$ cat src/rtl/cog_pkg.sv
package cog_pkg;
  localparam int NUM_CH  = 8;
  localparam int NUM_OE  = 4;
  localparam int CTL_PAD = 6;

  typedef enum logic [1:0] {
    ROLE_CLK     = 2'd0,
    ROLE_MASTER  = 2'd1,
    ROLE_PWRDN   = 2'd2,
    ROLE_CLK_ALT = 2'd3
  } ctl_role_e;

  // pad carrying individual enable k (controls lane 2k)
  function automatic int oe_pad_of(input int k);
    case (k)
      0:       return 7;
      1:       return 1;
      2:       return 3;
      default: return 5;
    endcase
  endfunction
endpackage

$ cat src/rtl/cog_sync.sv
module cog_sync #(
  parameter int W      = 8,
  parameter int STAGES = 2
) (
  input  logic         clk,
  input  logic         rst_n,
  input  logic [W-1:0] d,
  output logic [W-1:0] q
);
  logic [W-1:0] st [STAGES];

  // pads reset to their pulled-up level
  always_ff @(posedge clk or negedge rst_n) begin
    if (!rst_n) begin
      for (int s = 0; s < STAGES; s++) st[s] <= '1;
    end else begin
      st[0] <= d;
      for (int s = 1; s < STAGES; s++) st[s] <= st[s-1];
    end
  end

  assign q = st[STAGES-1];
endmodule

$ cat src/rtl/cog_settle.sv
module cog_settle #(
  parameter int CW = 8
) (
  input  logic          clk,
  input  logic          rst_n,
  input  logic          pd_active,
  input  logic [CW-1:0] cfg_settle,
  output logic          hold
);
  logic [CW-1:0] cnt;

  always_ff @(posedge clk or negedge rst_n) begin
    if (!rst_n)          cnt <= '0;
    else if (pd_active)  cnt <= cfg_settle;
    else if (cnt != '0)  cnt <= cnt - 1'b1;
  end

  assign hold = (cnt != '0);
endmodule

$ cat src/rtl/cog_lane.sv
module cog_lane (
  input  logic clk,
  input  logic rst_n,
  input  logic ch_clk,
  input  logic kill,
  input  logic want,
  input  logic dis_low,
  input  logic is_input,
  output logic gate_on,
  output logic drive_en,
  output logic force_low
);
  logic gate_q, drv_q, low_q;

  always_ff @(posedge clk or negedge rst_n) begin
    if (!rst_n) begin
      gate_q <= 1'b0;
      drv_q  <= 1'b0;
      low_q  <= 1'b0;
    end else if (kill) begin
      // clocks are stopping: close without waiting for a low phase
      gate_q <= 1'b0;
      drv_q  <= dis_low;
      low_q  <= dis_low;
    end else if (!ch_clk) begin
      gate_q <= want;
      drv_q  <= want | dis_low;
      low_q  <= ~want & dis_low;
    end
  end

  assign gate_on   = gate_q & ~is_input;
  assign drive_en  = drv_q  & ~is_input;
  assign force_low = low_q  & ~is_input;
endmodule

$ cat src/rtl/clkout_gate_ctrl.sv
module clkout_gate_ctrl
  import cog_pkg::*;
#(
  parameter int SYNC_STAGES = 2,
  parameter int SETTLE_W    = 8
) (
  input  logic                clk,
  input  logic                rst_n,
  input  logic [NUM_CH-1:0]   ch_clk,
  input  logic [NUM_CH-1:0]   pin_in,
  input  logic [NUM_OE-1:0]   cfg_oe_pin,
  input  logic [NUM_OE-1:0]   cfg_oe_low,
  input  logic [1:0]          cfg_pin6,
  input  logic                cfg_oem_low,
  input  logic                cfg_pd_low,
  input  logic [SETTLE_W-1:0] cfg_settle,
  output logic [NUM_CH-1:0]   gate_on,
  output logic [NUM_CH-1:0]   drive_en,
  output logic [NUM_CH-1:0]   force_low,
  output logic                pwr_down
);
  ctl_role_e           role;
  logic [NUM_CH-1:0]   pad_s;
  logic [NUM_CH-1:0]   in_role;
  logic [NUM_OE-1:0]   oe_ok;
  logic                pd_active, oem_ok, hold, stop_pd, run_ok;

  assign role = ctl_role_e'(cfg_pin6);

  cog_sync #(.W(NUM_CH), .STAGES(SYNC_STAGES)) u_sync (
    .clk(clk), .rst_n(rst_n), .d(pin_in), .q(pad_s)
  );

  assign pd_active = (role == ROLE_PWRDN)  & ~pad_s[CTL_PAD];
  assign oem_ok    = (role != ROLE_MASTER) |  pad_s[CTL_PAD];

  cog_settle #(.CW(SETTLE_W)) u_settle (
    .clk(clk), .rst_n(rst_n), .pd_active(pd_active),
    .cfg_settle(cfg_settle), .hold(hold)
  );

  assign stop_pd  = pd_active | hold;
  assign run_ok   = ~stop_pd & oem_ok;
  assign pwr_down = pd_active;

  always_comb begin
    in_role = '0;
    for (int k = 0; k < NUM_OE; k++) begin
      oe_ok[k] = ~cfg_oe_pin[k] | pad_s[oe_pad_of(k)];
      if (cfg_oe_pin[k]) in_role[oe_pad_of(k)] = 1'b1;
    end
    if (role == ROLE_MASTER || role == ROLE_PWRDN) in_role[CTL_PAD] = 1'b1;
  end

  for (genvar i = 0; i < NUM_CH; i++) begin : g_ch
    logic want, dlow;
    if (i % 2 == 0) begin : g_oe
      assign want = run_ok & oe_ok[i/2];
      assign dlow = stop_pd ? cfg_pd_low : (!oem_ok ? cfg_oem_low : cfg_oe_low[i/2]);
    end else begin : g_free
      assign want = run_ok;
      assign dlow = stop_pd ? cfg_pd_low : cfg_oem_low;
    end

    cog_lane u_lane (
      .clk(clk), .rst_n(rst_n), .ch_clk(ch_clk[i]), .kill(pd_active),
      .want(want), .dis_low(dlow), .is_input(in_role[i]),
      .gate_on(gate_on[i]), .drive_en(drive_en[i]), .force_low(force_low[i])
    );
  end
endmodule

$ cat config.mk
export PLATFORM = sky130hd
export DESIGN_NAME = clkout_gate_ctrl
export DESIGN_NICKNAME = d
export VERILOG_FILES = /design/src/rtl/cog_pkg.sv /design/src/rtl/cog_sync.sv /design/src/rtl/cog_settle.sv /design/src/rtl/cog_lane.sv /design/src/rtl/clkout_gate_ctrl.sv
export SDC_FILE = /design/constraint.sdc
export NUM_CORES = 1
export LEC_CHECK = 0
export BUFFER_PORTS_ARGS = -buffer_cell sky130_fd_sc_hd__buf_2
export CAP_MARGIN = 25
export CORE_MARGIN = 2
export CORE_UTILIZATION = 35
export DETAILED_ROUTE_END_ITERATION = 10
export PLACE_DENSITY = 0.56
export REMOVE_ABC_BUFFERS = 1
export SETUP_SLACK_MARGIN = 0.2
export SLEW_MARGIN = 20
export SYNTH_ARGS = -nofsm -noshare
export SYNTH_HDL_FRONTEND = slang
export SYNTH_HIERARCHICAL = 1
export SYNTH_SLANG_ARGS = --single-unit
$ cat constraint.sdc
create_clock -name clk -period 7.25 [get_ports clk]
set_clock_uncertainty 0.15 [all_clocks]
set_input_delay 1.0875 -clock clk [delete_from_list [all_inputs] [get_ports clk]]
set_output_delay 1.0875 -clock clk [all_outputs]
set_load 0.01 [all_outputs]
==> summary.md <==
| Metric | Value |
|---|---|
| DP Cell Count | `353` |
| Cell Chain, Critical Path | `buf_2, inv_1, ha_1, nand2b_2, inv_2, buf_2` |
| CTS tree | `built` |
| Critical Path RT | `6.01 ns` |
| Kind of end point of the critical path | `primary output` |
| P_leak | `1.37 nW` |
| Warnings from Yosys | `6` |
| Die W | `82.5 um` |
| Slew headroom | `44.9%` |
| Min Tclk post-route | `3.56 ns` |
| Worst-margin pin slew | `0.819 ns` |
| Setup Viol. Count Final | `0` |
| Final period util | `49.1%` |
| Root Buffer | `clkbuf_8` |
| Vias per cell | `4.80` |
| Kind of critical path | `in2out` |
| Fill count | `604` |
| GRT Total Usage | `14.6%` |
| Total CTS buffers | `5` |
| Setup_tns | `0 ns` |
| Chip height | `82.5 um` |
| DR iter-0 viols | `60` |
| First-pass DRT Iterations | `5` |
| Max Root-Sink Buffers | `2` |
| Max stage delay on crit path | `0.53 ns` |
| Multi-input logic area | `960 sq um` |
| Global-route wire length before repair | `7.37 mm` |
| Largest fanout on the critical path | `48` |
| CP dominant cell by count | `buf_2` |
| Finished Layout Cells | `361` |
| Status | `completed` |
| Placement Cell Area | `2530 sq um` |
| Crit path launch type | `primary input` |
| Postcts setup bufs | `0` |
| Vias in the first global route | `1585` |
| Vias post-DR | `1733` |
| Max Cap Violations | `0` |
| Share of cells above drive strength 1 | `31.5%` |
| VDD IR-drop max | `0.112 mV` |
| Fin. Hold Viols | `0` |
| Area growth from synthesis to layout | `23.7%` |
| Fin. max-slew vios | `0` |
| Post-Syn Instances | `217` |
| Sequential Area | `1060 sq um` |
| Overflow after GRT | `0` |
| Post-layout util | `45.0%` |
| CTS resizes | `0` |
| Num rows | `28` |
| Count of input and output buffers | `59` |
| Hpwl dp | `3.32 mm` |
| Syn_area_per_cell | `9.93 sq um` |
| DRC viols | `0` |
| Die area | `6800 sq um` |
| Antenna Nets Post-Route | `0` |
| Initial antenna violation count | `0` |
| Fin nets | `328` |
| Initial Util | `36.4%` |
| RD Place Congestion | `0.739` |
| Worst-Skew Late Latency | `0.29 ns` |
| Crit path DAT | `2.32 ns` |
| Final instance area | `2670 sq um` |
| Pre-CTS setup slack | `3.66 ns` |
| Largest net degree at the start of global routing | `49` |
| Clock net sink count | `42` |
| Pwr dens | `241 nW/um^2` |
| Critical-path top delay cell | `inv_2` |
| Ports | `63` |
| Setup ws final | `3.69 ns` |
| Core box area | `5920 sq um` |
| Post-CTS Hold Buffers | `0` |
| Drt total wl | `4.58 mm` |
| Diodes inserted | `0` |
| Mapped Area | `2150 sq um` |
| Worst Hold Class | `reg2reg` |
| Htree depth | `2` |
| Fmax achieved | `0.281 GHz` |
| Worst-path clk slew | `0.08 ns` |
| RSZ-0062 raised after global routing | `no` |
| Routed wire per std cell | `12.7 um` |
## per-stage QoR
stage	total power, mW	hold slack, ns
floorplan	0.404	0.195
global placement	0.452	0.196
detailed placement	0.455	0.198
CTS	0.649	0.202
global route	0.685	0.207
finish	0.642	0.206
## registers in the layout, summed over array words and instances, names as in the netlist
name	cells
g_ch.u_lane/drv_q	8
g_ch.u_lane/gate_q	8
u_sync/q	5
g_ch.u_lane/low_q	8
u_settle/cnt	8
u_sync/st	5
## metal layers
metal  global-route usage, %  routed length [um]  vias up  share of wire, %
li1                        -                   -      869                 -
met1                    18.6                2090      821                46
met2                    24.3                2240       38                49
met3                    3.59                 191        5               4.2
met4                    4.50                  59        0               1.3
met5                       0                   0        -                 0
## layout by cell type (no fill, tap or decap), drive strengths merged, types with 6 or more instances in the layout
master,instances
clkbuf,6
o32a,8
nor2b,24
dfstp,10
nor2,14
dfrtp,32
buf,60
conb,9
nand3b,8
inv,32
a21oi,10
o21ba,8
mux2i,8
nand2,10
o21ai,11
## worst max-delay path: cells and delay by family
family,cells,cell delay (ns)
buf+inv,4,0.94
fa+ha+maj,1,0.19
simple gates,1,0.09
## path summary, 6_finish.rpt
path                                         to  cells after the start  slack [ns]            start
min reg2reg                         u_sync/q[6]                      0        0.21    u_sync/st[14]
max in group asynchronous           u_sync/q[5]                      2        5.82            rst_n
max                                    pwr_down                      6        3.69      cfg_pin6[0]
max reg2reg                g_ch[6].u_lane/drv_q                     10        4.39  u_settle/cnt[0]
min in group asynchronous  g_ch[4].u_lane/low_q                      1        0.58            rst_n
min                                 u_sync/q[6]                      0        0.21    u_sync/st[14]
## cell type report
class,count,share of cell area [%]
Sequential cell,42,39.9
Multi-Input combinational cell,145,36.0
Timing Repair Buffer,60,11.8
Inverter,32,4.51
Tap cell,75,3.52
Clock buffer,6,3.10
Clock inverter,1,1.13
## power by group
group          total, mW  switching [mW]  internal (mW)
clock network      0.188          0.0783          0.110
registers          0.308          0.0359          0.272
logic              0.145          0.0733         0.0720
(Power assumes the default switching activity.)
